## src/rtl/xfer_trig_pkg.sv

```systemverilog
`timescale 1ns/1ps
package xfer_trig_pkg;

    typedef enum logic [1:0] {
        CH_STOPPED = 2'd0,
        CH_RUNNING = 2'd1,
        CH_PENDING = 2'd2
    } ch_state_e;

    // Trigger decision: whether to issue and how many bytes
    typedef struct packed {
        logic        go;
        logic [15:0] nbytes;
    } trig_t;

    // Beats needed for a byte count on a bus of 2**lg bytes (rounded up)
    function automatic logic [15:0] bytes_to_beats(input logic [15:0] nbytes,
                                                   input int unsigned lg);
        logic [15:0] mask;
        mask = 16'((32'd1 << lg) - 32'd1);
        return 16'((nbytes + mask) >> lg);
    endfunction

endpackage

```

## src/rtl/xfer_trig_cond.sv

```systemverilog
`timescale 1ns/1ps
module xfer_trig_cond
    import xfer_trig_pkg::*;
#(
    parameter bit IS_TX       = 1'b1,
    parameter int LVL_W       = 8,
    parameter int LEN_W       = 14,
    parameter int BURST_BYTES = 32
) (
    input  logic [LVL_W-1:0] fifo_bytes,
    input  logic [LEN_W-1:0] rem_bytes,
    input  logic             eof_seen,
    input  logic [LVL_W-1:0] eof_bytes,
    output trig_t            trig
);
    logic [15:0] lvl, rem, eb, bst;
    logic [15:0] tx_want, rx_want, rx_amt, pick;

    always_comb begin
        lvl = 16'(fifo_bytes);
        rem = 16'(rem_bytes);
        eb  = 16'(eof_bytes);
        bst = 16'(BURST_BYTES);

        // Transmit: full burst while a burst of frame remains, else the tail
        if (rem >= bst && lvl >= bst)
            tx_want = bst;
        else if (rem != 16'd0 && rem < bst && lvl >= rem)
            tx_want = rem;
        else
            tx_want = 16'd0;

        // Receive: a short frame end wins, so no transfer crosses a frame
        if (eof_seen && eb != 16'd0 && eb < bst)
            rx_want = eb;
        else if (lvl >= bst)
            rx_want = bst;
        else
            rx_want = 16'd0;
        rx_amt = (rx_want < rem) ? rx_want : rem;

        pick        = IS_TX ? tx_want : rx_amt;
        trig.go     = (pick != 16'd0);
        trig.nbytes = pick;
    end
endmodule

```

## src/rtl/xfer_trig_chan.sv

```systemverilog
`timescale 1ns/1ps
module xfer_trig_chan
    import xfer_trig_pkg::*;
#(
    parameter bit IS_TX       = 1'b1,
    parameter int ADDR_W      = 32,
    parameter int LEN_W       = 14,
    parameter int LVL_W       = 8,
    parameter int BUS_BYTES   = 4,
    parameter int BURST_BEATS = 8
) (
    input  logic              clk,
    input  logic              rst,
    input  logic              en,
    input  logic              load,
    input  logic [ADDR_W-1:0] load_addr,
    input  logic [LEN_W-1:0]  load_len,
    input  logic [LVL_W-1:0]  fifo_bytes,
    input  logic              eof_seen,
    input  logic [LVL_W-1:0]  eof_bytes,
    input  logic              done,
    output logic              req,
    output logic [ADDR_W-1:0] req_addr,
    output logic [LEN_W-1:0]  req_beats,
    output logic              running
);
    localparam int BURST_BYTES = BUS_BYTES * BURST_BEATS;
    localparam int BUS_LG      = $clog2(BUS_BYTES);

    ch_state_e         st;
    logic [ADDR_W-1:0] cur_addr;
    logic [LEN_W-1:0]  rem;
    logic [ADDR_W-1:0] req_addr_q;
    logic [LEN_W-1:0]  req_bytes_q;
    trig_t             trig;

    xfer_trig_cond #(
        .IS_TX(IS_TX), .LVL_W(LVL_W), .LEN_W(LEN_W), .BURST_BYTES(BURST_BYTES)
    ) u_cond (
        .fifo_bytes(fifo_bytes), .rem_bytes(rem), .eof_seen(eof_seen),
        .eof_bytes(eof_bytes), .trig(trig)
    );

    always_ff @(posedge clk) begin
        if (rst) begin
            st          <= CH_STOPPED;
            cur_addr    <= '0;
            rem         <= '0;
            req_addr_q  <= '0;
            req_bytes_q <= '0;
        end else begin
            case (st)
                CH_STOPPED: begin
                    if (load) begin
                        cur_addr <= load_addr;
                        rem      <= load_len;
                    end
                    if (en) st <= CH_RUNNING;
                end
                CH_RUNNING: begin
                    if (load) begin
                        cur_addr <= load_addr;
                        rem      <= load_len;
                    end
                    if (!en) begin
                        st <= CH_STOPPED;
                    end else if (!load && trig.go) begin
                        req_addr_q  <= cur_addr;
                        req_bytes_q <= LEN_W'(trig.nbytes);
                        st          <= CH_PENDING;
                    end
                end
                CH_PENDING: begin
                    if (done) begin
                        cur_addr <= cur_addr + ADDR_W'(req_bytes_q);
                        rem      <= rem - req_bytes_q;
                        st       <= en ? CH_RUNNING : CH_STOPPED;
                    end
                end
                default: st <= CH_STOPPED;
            endcase
        end
    end

    assign req       = (st == CH_PENDING);
    assign running   = (st != CH_STOPPED);
    assign req_addr  = req_addr_q;
    assign req_beats = LEN_W'(bytes_to_beats(16'(req_bytes_q), BUS_LG));


    req_hold_chk: assert property (@(posedge clk) disable iff (rst)
        (req && !done) |=> (req && $stable(req_addr) && $stable(req_beats)));


    burst_cap_chk: assert property (@(posedge clk) disable iff (rst)
        req |-> (req_beats != '0 && req_beats <= LEN_W'(BURST_BEATS)));


    within_len_chk: assert property (@(posedge clk) disable iff (rst)
        req |-> (req_bytes_q <= rem));


    advance_chk: assert property (@(posedge clk) disable iff (rst)
        (req && done) |=> (!req && cur_addr == $past(req_addr) + ADDR_W'($past(req_bytes_q))));


    stop_chk: assert property (@(posedge clk) disable iff (rst)
        (!en && !req) |=> !running);
endmodule

```

## src/rtl/dma_xfer_trigger.sv

```systemverilog
`timescale 1ns/1ps
module dma_xfer_trigger #(
    parameter int ADDR_W      = 32,
    parameter int LEN_W       = 14,
    parameter int LVL_W       = 8,
    parameter int BUS_BYTES   = 4,
    parameter int BURST_BEATS = 8
) (
    input  logic              clk,
    input  logic              rst,
    input  logic              tx_en,
    input  logic              tx_load,
    input  logic [ADDR_W-1:0] tx_load_addr,
    input  logic [LEN_W-1:0]  tx_load_len,
    input  logic [LVL_W-1:0]  tx_free,
    input  logic              tx_done,
    output logic              tx_req,
    output logic [ADDR_W-1:0] tx_req_addr,
    output logic [LEN_W-1:0]  tx_req_beats,
    output logic              tx_running,
    input  logic              rx_en,
    input  logic              rx_load,
    input  logic [ADDR_W-1:0] rx_load_addr,
    input  logic [LEN_W-1:0]  rx_load_len,
    input  logic [LVL_W-1:0]  rx_level,
    input  logic              rx_eof_valid,
    input  logic [LVL_W-1:0]  rx_eof_bytes,
    input  logic              rx_done,
    output logic              rx_req,
    output logic [ADDR_W-1:0] rx_req_addr,
    output logic [LEN_W-1:0]  rx_req_beats,
    output logic              rx_running
);
    localparam int NCH = 2;   // index 0 transmit, 1 receive

    logic [NCH-1:0]    en_v, load_v, eof_v, done_v, req_v, run_v;
    logic [ADDR_W-1:0] laddr_v [NCH];
    logic [LEN_W-1:0]  llen_v  [NCH];
    logic [LVL_W-1:0]  lvl_v   [NCH];
    logic [LVL_W-1:0]  eofb_v  [NCH];
    logic [ADDR_W-1:0] raddr_v [NCH];
    logic [LEN_W-1:0]  rbeat_v [NCH];

    assign en_v   = {rx_en, tx_en};
    assign load_v = {rx_load, tx_load};
    assign eof_v  = {rx_eof_valid, 1'b0};
    assign done_v = {rx_done, tx_done};
    assign laddr_v[0] = tx_load_addr;
    assign laddr_v[1] = rx_load_addr;
    assign llen_v[0]  = tx_load_len;
    assign llen_v[1]  = rx_load_len;
    assign lvl_v[0]   = tx_free;
    assign lvl_v[1]   = rx_level;
    assign eofb_v[0]  = '0;
    assign eofb_v[1]  = rx_eof_bytes;

    for (genvar g = 0; g < NCH; g++) begin : g_ch
        xfer_trig_chan #(
            .IS_TX(g == 0), .ADDR_W(ADDR_W), .LEN_W(LEN_W), .LVL_W(LVL_W),
            .BUS_BYTES(BUS_BYTES), .BURST_BEATS(BURST_BEATS)
        ) u_ch (
            .clk(clk), .rst(rst), .en(en_v[g]), .load(load_v[g]),
            .load_addr(laddr_v[g]), .load_len(llen_v[g]), .fifo_bytes(lvl_v[g]),
            .eof_seen(eof_v[g]), .eof_bytes(eofb_v[g]), .done(done_v[g]),
            .req(req_v[g]), .req_addr(raddr_v[g]), .req_beats(rbeat_v[g]),
            .running(run_v[g])
        );
    end

    assign tx_req       = req_v[0];
    assign tx_req_addr  = raddr_v[0];
    assign tx_req_beats = rbeat_v[0];
    assign tx_running   = run_v[0];
    assign rx_req       = req_v[1];
    assign rx_req_addr  = raddr_v[1];
    assign rx_req_beats = rbeat_v[1];
    assign rx_running   = run_v[1];
endmodule

```

## config.mk

```make
export PLATFORM = sky130hd
export DESIGN_NAME = dma_xfer_trigger
export DESIGN_NICKNAME = d
export VERILOG_FILES = /design/src/rtl/xfer_trig_pkg.sv /design/src/rtl/xfer_trig_cond.sv /design/src/rtl/xfer_trig_chan.sv /design/src/rtl/dma_xfer_trigger.sv
export SDC_FILE = /design/constraint.sdc
export NUM_CORES = 1
export LEC_CHECK = 0
export BUFFER_PORTS_ARGS = -buffer_cell sky130_fd_sc_hd__buf_2
export CORE_AREA = 5 5 180 147
export DETAILED_ROUTE_END_ITERATION = 7
export DIE_AREA = 0 0 185 152
export PLACE_DENSITY = 0.73
export SETUP_SLACK_MARGIN = 0.3
export SLEW_MARGIN = 20
export SYNTH_ARGS = -nofsm -noshare
export SYNTH_HDL_FRONTEND = slang
export SYNTH_HIERARCHICAL = 1
export SYNTH_SLANG_ARGS = --single-unit
```

## constraint.sdc

```tcl
create_clock -name clk -period 3.45 [get_ports clk]
set_input_delay 0.1725 -clock clk [delete_from_list [all_inputs] [get_ports clk]]
set_output_delay 0.1725 -clock clk [all_outputs]
set_load 0.005 [all_outputs]
```

==> out/qor.txt <==
Die W: 185 um
R2R Path Start: g_ch[1].u_ch/req_bytes_q[0]
IO Pins: 221
Layout Cells excl Fill: 2,081
Total track usage: 24.99%
Met3 track demand over resource: 4.493%
Max-cap check violation count: 0
Final worst path period need: 2996 ps
DRC Markers: 0
Power, Total: 5.334 mW
NumNets Final: 1,942
Dpl hpwl: 26,310 um
Crit path from: rx_eof_bytes[0]
Drt via density: 5.860
Grt peak-use layer: met1
Pleak: 5.744 nW
Final period util: 86.85%
Peak VDD IR: 0.0002734 V
Ant diodes: 0
Vias in the first global route: 11,309
Initial DRC count: 1,084
Hold Path End: g_ch[0].u_ch/cur_addr[0]
Clock buffer count from CTS: 17
Fillers: 2,327
Met2 Use GR: 37.31%
RSZ-0062 raised after global routing: yes
Pwr dens: 380.4 nW/um^2
CP Class: input port to flop
Drt pass-1 iters: 5
Avg Cell Area, Syn: 7.640 um^2
Initial antenna violation count: 0
Cell Area, Placed: 13,220 um^2
Max Buffers Root-to-Sink: 2
Die Y: 152 um
TritonCTS clock tree: yes
Worst Path Max Fanout: 23
Hold path startpoint: tx_load_addr[0]
Root buffer cell: clkbuf_16
Max-slew violation count: 0
Layout area overhead: 17.04%
Crit end category: flop
Dpl cells: 2,032
Avg WL per Cell: 17.81 um
Clk sinks: 188
Share of layout cells above drive strength 1: 18.61%
Wirelength, routed: 37,060 um
Clk_lat worst skew: 430 ps
Die area: 28,120 um^2
Remaining Overflow, GRT: 0
CTS H-tree depth: 4
Cells after synthesis: 1,568
Clk pin slew, worst setup/hold paths: 70 ps
Post-Synthesis Cell Area: 11,980 um^2
Critical Path AT: 3350 ps
Hold Crit Depth: 3
Startpoint types: input port
Worst-Margin Slew: 893.2 ps
Largest net degree at the start of global routing: 100
Final hold vios: 0
Routed Antenna Nets: 0
Reg-to-Reg End: g_ch[1].u_ch/cur_addr[22]
Placer Congestion: 0.8887
Req. time, crit path: 3810 ps
Outcome: complete, no violations
Reg-to-reg slack, setup: 480 ps
Reg2Reg Depth: 9
Slew HR: 40.45%
# rows: 52
Via count: 12,194
Fmax: 333.7 MHz
Starting Density: 48.46%
Post-route cell area: 14,020 um^2
Quantity of I/O buffers inserted on ports: 213
Setup TNS: 0 ps
Final Skew: 16.26 ps
Yosys warning total: 6
# setup viols final: 0
Grt met1 use: 37.41%
Hold WC Path Type: input port to flop
Core area: 24,720 um^2
First-pass GRT wire length: 58,420 um
-- metrics by stage --
| stage | util (%) | hold WS (ps) | setup slack, ps |
|---|---|---|---|
| after floorplan | - | 308.5 | 300.4 |
| final | 56.72 | 15.55 | 453.7 |
| after global placement | 53.45 | 421.0 | 165.8 |
| after global routing | 56.72 | 8.569 | 286.0 |
| after CTS | 56.46 | 0.8583 | 387.4 |
| after detailed placement | 53.45 | 423.2 | 40.82 |
-- how the worst max path moves through the flow --
stage | endpoint | slack, ps | cells past startpoint
2_1_floorplan | g_ch[1].u_ch/req_addr[0] | 300 | 15
5_1_grt | g_ch[1].u_ch/cur_addr[26] | 290 | 9
3_3_place_gp | g_ch[1].u_ch/req_addr[0] | 170 | 15
4_1_cts | g_ch[1].u_ch/cur_addr[26] | 390 | 9
6_report | g_ch[1].u_ch/req_addr[28] | 450 | 17
3_5_place_dp | g_ch[1].u_ch/req_bytes_q[3] | 40 | 15
-- area by class of cell --
cell class	instances	area, um^2	area share (%)
clock buffers	18	429.2	3.061
clock inverters	14	173.9	1.240
inverters	56	210.2	1.499
multi-input cells	1230	7592	54.14
flip-flops and latches	188	3764	26.84
well taps	324	405.4	2.891
repair buffers	251	1448	10.32
-- critical path, cell delays in order --
cell and delay [ps]:
buf_2 100, or4_1 510, o21a_1 200, nor2_2 170, ha_1 280, a21oi_2 160
o21ai_1 100, a211oi_2 300, a21oi_4 90, mux2_2 250, nand2_1 80, buf_4 150
nor4_4 190, buf_4 190, buf_12 190, nand2_1 80, a21oi_1 130
-- power breakdown --
group          leakage (nW)  internal, mW  total, mW  switching (mW)
registers              1.54          2.26       2.37           0.110
logic                  3.91         0.394      0.924           0.529
clock network         0.295          1.05       2.04           0.995
-- per-layer routing --
metal	share of wire, %	routed length (um)
met3	8.9	3303
met4	1.8	658
met5	0	0
met2	43	15910
met1	46	17180
-- cell usage in the layout, fill, tap and decap left out, types with 6 or more instances in the layout --
cell / instances
nand3_1: 34
nor2_1: 92
clkbuf_16: 18
o21ai_1: 7
buf_4: 20
and2_1: 11
dlygate4sd3_1: 14
buf_2: 212
a21o_1: 14
dfxtp_1: 188
nor3_1: 35
nor4_1: 10
inv_1: 54
o211ai_1: 13
a211oi_1: 27
nand2b_1: 21
a221oi_1: 7
xnor2_1: 49
a22oi_1: 7
ha_1: 69
o211a_1: 9
a311oi_1: 24
mux2i_1: 10
nor2b_1: 12
and3_1: 18
nand2_1: 306
a21oi_1: 171
o21ai_0: 70
conb_1: 18
a31oi_1: 15
xor2_1: 7
or3_1: 6
nand4_1: 13
mux2_2: 7
o21a_1: 12
o22ai_1: 10
-- sequential cells by signal, indices dropped and copies added (netlist names) --
name,count
g_ch.u_ch/cur_addr,64
g_ch.u_ch/rem,28
g_ch.u_ch/req_addr,64
g_ch.u_ch/req_bytes_q,28
g_ch.u_ch/st,4
-- what timing repair did --
item | CTS | global route
endpoints found under the setup margin | 0 | 57
endpoints found under the hold margin | 14 | 0
hold buffers | 14 | 0
resized for setup | 0 | 9
buffers inserted | 0 | 1
Note: power is estimated with default switching activity, not from simulation.
